`config.mk`:
```
export PLATFORM = sky130hd
export DESIGN_NAME = tod_alarm_counter
export DESIGN_NICKNAME = d
export VERILOG_FILES = /design/src/rtl/tod_alarm_counter.sv
export SDC_FILE = /design/constraint.sdc
export NUM_CORES = 1
export LEC_CHECK = 0
export ABC_AREA = 1
export CORE_AREA = 10 10 144 146
export DETAILED_ROUTE_END_ITERATION = 8
export DIE_AREA = 0 0 154 156
export DONT_BUFFER_PORTS = 1
export PLACE_DENSITY = 0.46
export SETUP_SLACK_MARGIN = 0.5
export SLEW_MARGIN = 0
export SYNTH_ARGS = -nofsm -noshare
export SYNTH_HDL_FRONTEND = slang
export SYNTH_SLANG_ARGS = --single-unit
```
`constraint.sdc`:
```
create_clock -name clk -period 6.8 [get_ports clk]
set_input_delay 1.36 -clock clk [delete_from_list [all_inputs] [get_ports clk]]
set_output_delay 1.36 -clock clk [all_outputs]
set_load 0.05 [all_outputs]
```
`src/rtl/tod_alarm_counter.sv`:
```
module tod_alarm_counter #(
  parameter int DIV_W     = 15,
  parameter int UIP_TICKS = 8
) (
  input  logic       clk,
  input  logic       rst_n,
  input  logic       tick,
  input  logic       set_hold,
  input  logic [2:0] div_ctl,
  input  logic       bin_mode,
  input  logic       hr24,
  input  logic       wr_en,
  input  logic [2:0] wr_sel,
  input  logic [7:0] wr_data,
  output logic [7:0] sec_o,
  output logic [7:0] min_o,
  output logic [7:0] hour_o,
  output logic       uip,
  output logic       uf,
  output logic       af,
  output logic       upd_ie
);
  localparam logic [DIV_W-1:0] DIV_TOP  = {DIV_W{1'b1}};
  localparam logic [DIV_W-1:0] DIV_MID  = DIV_W'(1) << (DIV_W - 1);
  localparam logic [DIV_W-1:0] UIP_FROM = DIV_TOP - DIV_W'(UIP_TICKS - 1);

  logic [DIV_W-1:0] div_q;
  logic [7:0] al_sec, al_min, al_hour;

  wire osc_ok  = (div_ctl <= 3'b010);
  wire div_rst = (div_ctl[2:1] == 2'b11);
  wire running = osc_ok && !set_hold;
  wire step    = tick && running && (div_q == DIV_TOP);

  function automatic logic [6:0] to_bin(input logic [7:0] b, input logic raw);
    return raw ? b[6:0] : 7'(b[7:4]) * 7'd10 + 7'(b[3:0]);
  endfunction

  function automatic logic [7:0] from_bin(input logic [6:0] v, input logic raw);
    return raw ? {1'b0, v} : {4'(v / 7'd10), 4'(v % 7'd10)};
  endfunction

  function automatic logic fld_hit(input logic [7:0] a, input logic [7:0] t);
    return (a[7:6] == 2'b11) || (a == t);
  endfunction

  wire [6:0] s_cur  = to_bin(sec_o, bin_mode);
  wire [6:0] m_cur  = to_bin(min_o, bin_mode);
  wire [6:0] h_raw  = to_bin({1'b0, hour_o[6:0]}, bin_mode);
  wire [6:0] h_cur  = hr24 ? h_raw : (h_raw % 7'd12) + (hour_o[7] ? 7'd12 : 7'd0);

  wire       s_wrap = (s_cur >= 7'd59);
  wire       m_wrap = (m_cur >= 7'd59);
  wire [6:0] s_nx   = s_wrap ? 7'd0 : s_cur + 7'd1;
  wire [6:0] m_nx   = s_wrap ? (m_wrap ? 7'd0 : m_cur + 7'd1) : m_cur;
  wire [6:0] h_nx   = (s_wrap && m_wrap) ? ((h_cur >= 7'd23) ? 7'd0 : h_cur + 7'd1) : h_cur;
  wire [6:0] h_mod  = h_nx % 7'd12;
  wire [6:0] h_12   = (h_mod == 7'd0) ? 7'd12 : h_mod;

  wire [7:0] sec_nx_b  = from_bin(s_nx, bin_mode);
  wire [7:0] min_nx_b  = from_bin(m_nx, bin_mode);
  wire [7:0] hour_nx_b = hr24 ? from_bin(h_nx, bin_mode)
                              : (from_bin(h_12, bin_mode) | {h_nx >= 7'd12, 7'd0});

  wire alarm_hit = fld_hit(al_sec, sec_nx_b) && fld_hit(al_min, min_nx_b) &&
                   fld_hit(al_hour, hour_nx_b);

  assign uip = running && (div_q >= UIP_FROM);

  always_ff @(posedge clk) begin
    if (!rst_n) begin
      div_q   <= DIV_MID;
      sec_o   <= 8'h00;
      min_o   <= 8'h00;
      hour_o  <= 8'h00;
      al_sec  <= 8'h00;
      al_min  <= 8'h00;
      al_hour <= 8'h00;
      uf      <= 1'b0;
      af      <= 1'b0;
      upd_ie  <= 1'b0;
    end else begin
      uf <= step;
      af <= step && alarm_hit;
      if (div_rst)
        div_q <= DIV_MID;
      else if (tick && osc_ok)
        div_q <= div_q + DIV_W'(1);
      if (step) begin
        sec_o  <= sec_nx_b;
        min_o  <= min_nx_b;
        hour_o <= hour_nx_b;
      end
      if (wr_en) begin
        case (wr_sel)
          3'd0: sec_o   <= wr_data;
          3'd1: min_o   <= wr_data;
          3'd2: hour_o  <= wr_data;
          3'd3: al_sec  <= wr_data;
          3'd4: al_min  <= wr_data;
          3'd5: al_hour <= wr_data;
          default: ;
        endcase
      end
      if (set_hold)
        upd_ie <= 1'b0;
      else if (wr_en && wr_sel == 3'd6)
        upd_ie <= wr_data[0];
    end
  end

  assert_uf_needs_run_R2: assert property (@(posedge clk) disable iff (!rst_n)
    uf |-> $past(!set_hold && div_ctl <= 3'b010));

  assert_time_hold_R2: assert property (@(posedge clk) disable iff (!rst_n)
    (!uf && !$past(wr_en)) |-> $stable(sec_o));

  assert_uip_off_in_reset_R4: assert property (@(posedge clk) disable iff (!rst_n)
    (div_ctl[2:1] == 2'b11) |-> !uip);

  assert_uf_one_cycle_R9: assert property (@(posedge clk) disable iff (!rst_n)
    uf |=> !uf);

  assert_af_with_uf_R10: assert property (@(posedge clk) disable iff (!rst_n)
    af |-> uf);

  assert_ie_cleared_R11: assert property (@(posedge clk) disable iff (!rst_n)
    set_hold |=> !upd_ie);
endmodule

```
==> key figures <==
Clocking
  – Number of clock sinks: 66
  – Clk slew on worst S/H paths: 60 ps
  – Clock root buffer: clkbuf_16
  – CTS tree: done
  – Worst skew pair latency: 330 ps
  – Inserted Clock Buffers: 9
  – CTS Buffer Depth: 2
  – CTS Hold Bufs: 0
  – CTS H-tree lvls: 3

STA
  – Slew @ Worst Pin: 1150 ps
  – Crit share post-route: between 80% and 90%
  – Highest clock rate: around 170 MHz
  – Final setup vio count: 0
  – Setup_tns: 0 ps
  – Unrepaired setup endpoints after global routing: false
  – Normalized max-slew margin: between 20% and 30%
  – Final Max Tran Viols: 0
  – Crit path time final: 5790 ps
  – Setup Skew: around 6.7 ps
  – Hold Fails Final Rpt: 0

GRT
  – Met2 usage: ~23%
  – First-pass GRT wire length: 29.7 mm
  – Met1 usage: 20.9%
  – Vias in the first global route: roughly 5.7k
  – Antenna violations before repair: 0
  – Final global-route overflow total: 0
  – M3 GR Usage: 2.98%
  – Gr busiest metal: met2
  – Gr usage total: 15.0%
  – Largest net degree at the start of global routing: 46

Worst setup path
  – Startpoint Class: flip-flop
  – CP arrival: 6020 ps
  – Critical Path Max Stage Delay: 430 ps
  – Slowest CP cell: fa_1
  – Worst path bufs/invs: 7
  – Data required, critical path: 7030 ps
  – Most common cell on crit path: nand2_1
  – Critical path's top delay family: simple AND/OR/NAND/NOR gates
  – Worst Path Max Fanout: 4
  – Crit path capture type: flip-flop
  – Crit path kind: flip-flop to flip-flop

Hold path
  – Hold Crit Class: flip-flop to flip-flop

Place
  – GPL Wtd Cong: 0.864
  – DPL Wire Length: 14.2 mm
  – PortBufs: 0
  – Dpl cells: 1202

Synthesis
  – Synthesis Warnings: 0
  – Syn nets: 1038
  – Post-Syn Area: 6140 um^2
  – Synth top cells by count: nand2_1, inv_1, nand3_1, a21oi_1, dfxtp_1
  – Post-synth top area cell: dfxtp_1
  – Leading post-synthesis cells by cell area: dfxtp_1, nand2_1, inv_1, nand3_1, ha_1
  – Fraction of registers with async set/reset: 0%
  – Register bit total from synthesis: 66
  – Synth Instances: 982
  – Avg Inst Size Synth: 6.25 um^2
  – Area share of the largest cell type after synthesis: approximately 22%
  – Seq/Total Area, Yosys: 21.5%
  – Most frequent cell after synthesis: nand2_1
  – Main flop type after synthesis: dfxtp_1
  – EDFF count, synth: 0
  – Unique masters post-synth: 48

Layout
  – Area of the multi-input gates: 4330 um^2
  – Area delta synth->final: 14.1%
  – Fin cells: 1229
  – Share of cells above drive strength 1: 16.2%
  – Core Util, Final: just under 40%
  – Reg area: about 1300 um^2
  – Diode count: 0
  – Fin nets: 1052
  – # fillers: ~1.9k

Route
  – WL/cell: 15.0 um
  – Drt pass-1 iters: 5
  – WL final: 18.4 mm
  – DR iter-0 viols: 358
  – Via Count: ~6.2k
  – Antenna viol nets, final: 0
  – Post-DR vias/cell: roughly 5.0
  – # DRC: 0

Power
  – Lkg Pwr: 3.21 nW
  – Total power: 0.00126 W
  – Pwr/cell area: between 150 and 200 nW/um^2
  – Worst VDD drop: between 0.0001 and 0.00015 V

Floorplanning
  – Initial core utilization: 34.4%
  – Chip height: 156 um
  – Die area: ~24000 um^2
  – I/O pins: 49
  – X dimension of the die: 154 um
  – Total core area: 17800 um^2
  – Num rows: 49

Outcome
  – Status: finished, final reports clean

Flow run
  – Max-cap check violation count: 0
## final timing paths
check / from / endpoint / slack (ps) / cells after the start
worst min register to register: div_q[7]$_SDFFE_PP0P_ / div_q[7]$_SDFFE_PP0P_ / 490 / 2
worst min-delay path: div_q[7]$_SDFFE_PP0P_ / div_q[7]$_SDFFE_PP0P_ / 490 / 2
worst max register to register: hour_o[4]$_SDFF_PN0_ / af$_SDFF_PN0_ / 1010 / 53
worst max-delay path: hour_o[4]$_SDFF_PN0_ / af$_SDFF_PN0_ / 1010 / 53
## sequential cells by signal, indices dropped and copies added (netlist names)
name     cells
upd_ie       1
uf           1
al_sec       8
af           1
min_o        8
al_hour      8
sec_o        8
hour_o       8
div_q       15
al_min       8
## per-stage QoR
step                      hold slack, ps  cell area, um^2  setup WS [ps]
after global placement               487             6400            617
final                                493             7010           1010
after floorplan                      457             6140            732
after CTS                            495             6680            527
after detailed placement             487             6400            509
after global routing                 527             7010            406
## cell usage in the layout (no fill, tap or decap), types with 7 or more instances in the layout
master / netlist / routed
a221oi_1: 21 / 21
nand3_2: 15 / 19
xor2_1: 7 / 7
nand3_1: 99 / 91
nand2_1: 254 / 241
inv_2: 15 / 19
buf_4: 0 / 28
nand4_1: 22 / 22
clkbuf_16: 0 / 9
inv_1: 135 / 131
o21ai_0: 53 / 50
nor2_1: 53 / 51
a21oi_1: 72 / 69
xnor2_1: 11 / 11
o21ai_1: 12 / 14
dfxtp_1: 66 / 64
ha_1: 29 / 21
nand2_2: 23 / 32
nor3_1: 11 / 11
## power breakdown
| part | internal, W | switching (W) | total (W) | leakage (nW) |
|---|---|---|---|---|
| Combinational | 0.000146 | 0.000260 | 0.000406 | 2.54 |
| Clock | 0.000264 | 0.000168 | 0.000432 | 0.132 |
| Sequential | 0.000397 | 0.0000202 | 0.000418 | 0.537 |
| Total | 0.000808 | 0.000448 | 0.00126 | 3.21 |
## metal layers
layer	share of wire (%)	up-vias
li1	-	3287
met1	51	2796
met2	43	105
met3	4.9	13
met4	0.98	0
met5	0	-
## layout make-up
class                   instances  share of cell area [%]
inverters                     152                    8.21
multi-input cells             738                    61.7
repair buffers                 29                    3.16
well taps                     229                    4.09
clock buffers                  13                    3.71
clock inverters                 2                   0.179
flip-flops and latches         66                    18.9
## worst min-delay path: stages (launching register included)
cell and delay [ps]:
dfxtp_1 320, o31ai_1 60, a21oi_1 60
## repair_timing
item	4_1_cts	5_1_grt
setup endpoints to repair	2	5
pin swaps	0	28
resized for setup	1	60
setup buffers	0	12
## kinds of logic (layout without fill, tap and decap cells)
family / count (synthesis) / after routing / share of synthesized area (%)
AND/OR/NAND/NOR: 505 / 505 / 38.4
adder cells (fa/ha/maj): 35 / 35 / 7.86
AO/OA/AOI/OAI: 178 / 178 / 17.3
multiplexers: 1 / 1 / 0.183
flip-flops: 66 / 66 / 21.5
XOR/XNOR: 19 / 19 / 2.83
buffers and inverters: 178 / 196 / 11.9
Power figures use the tool's default switching activity.
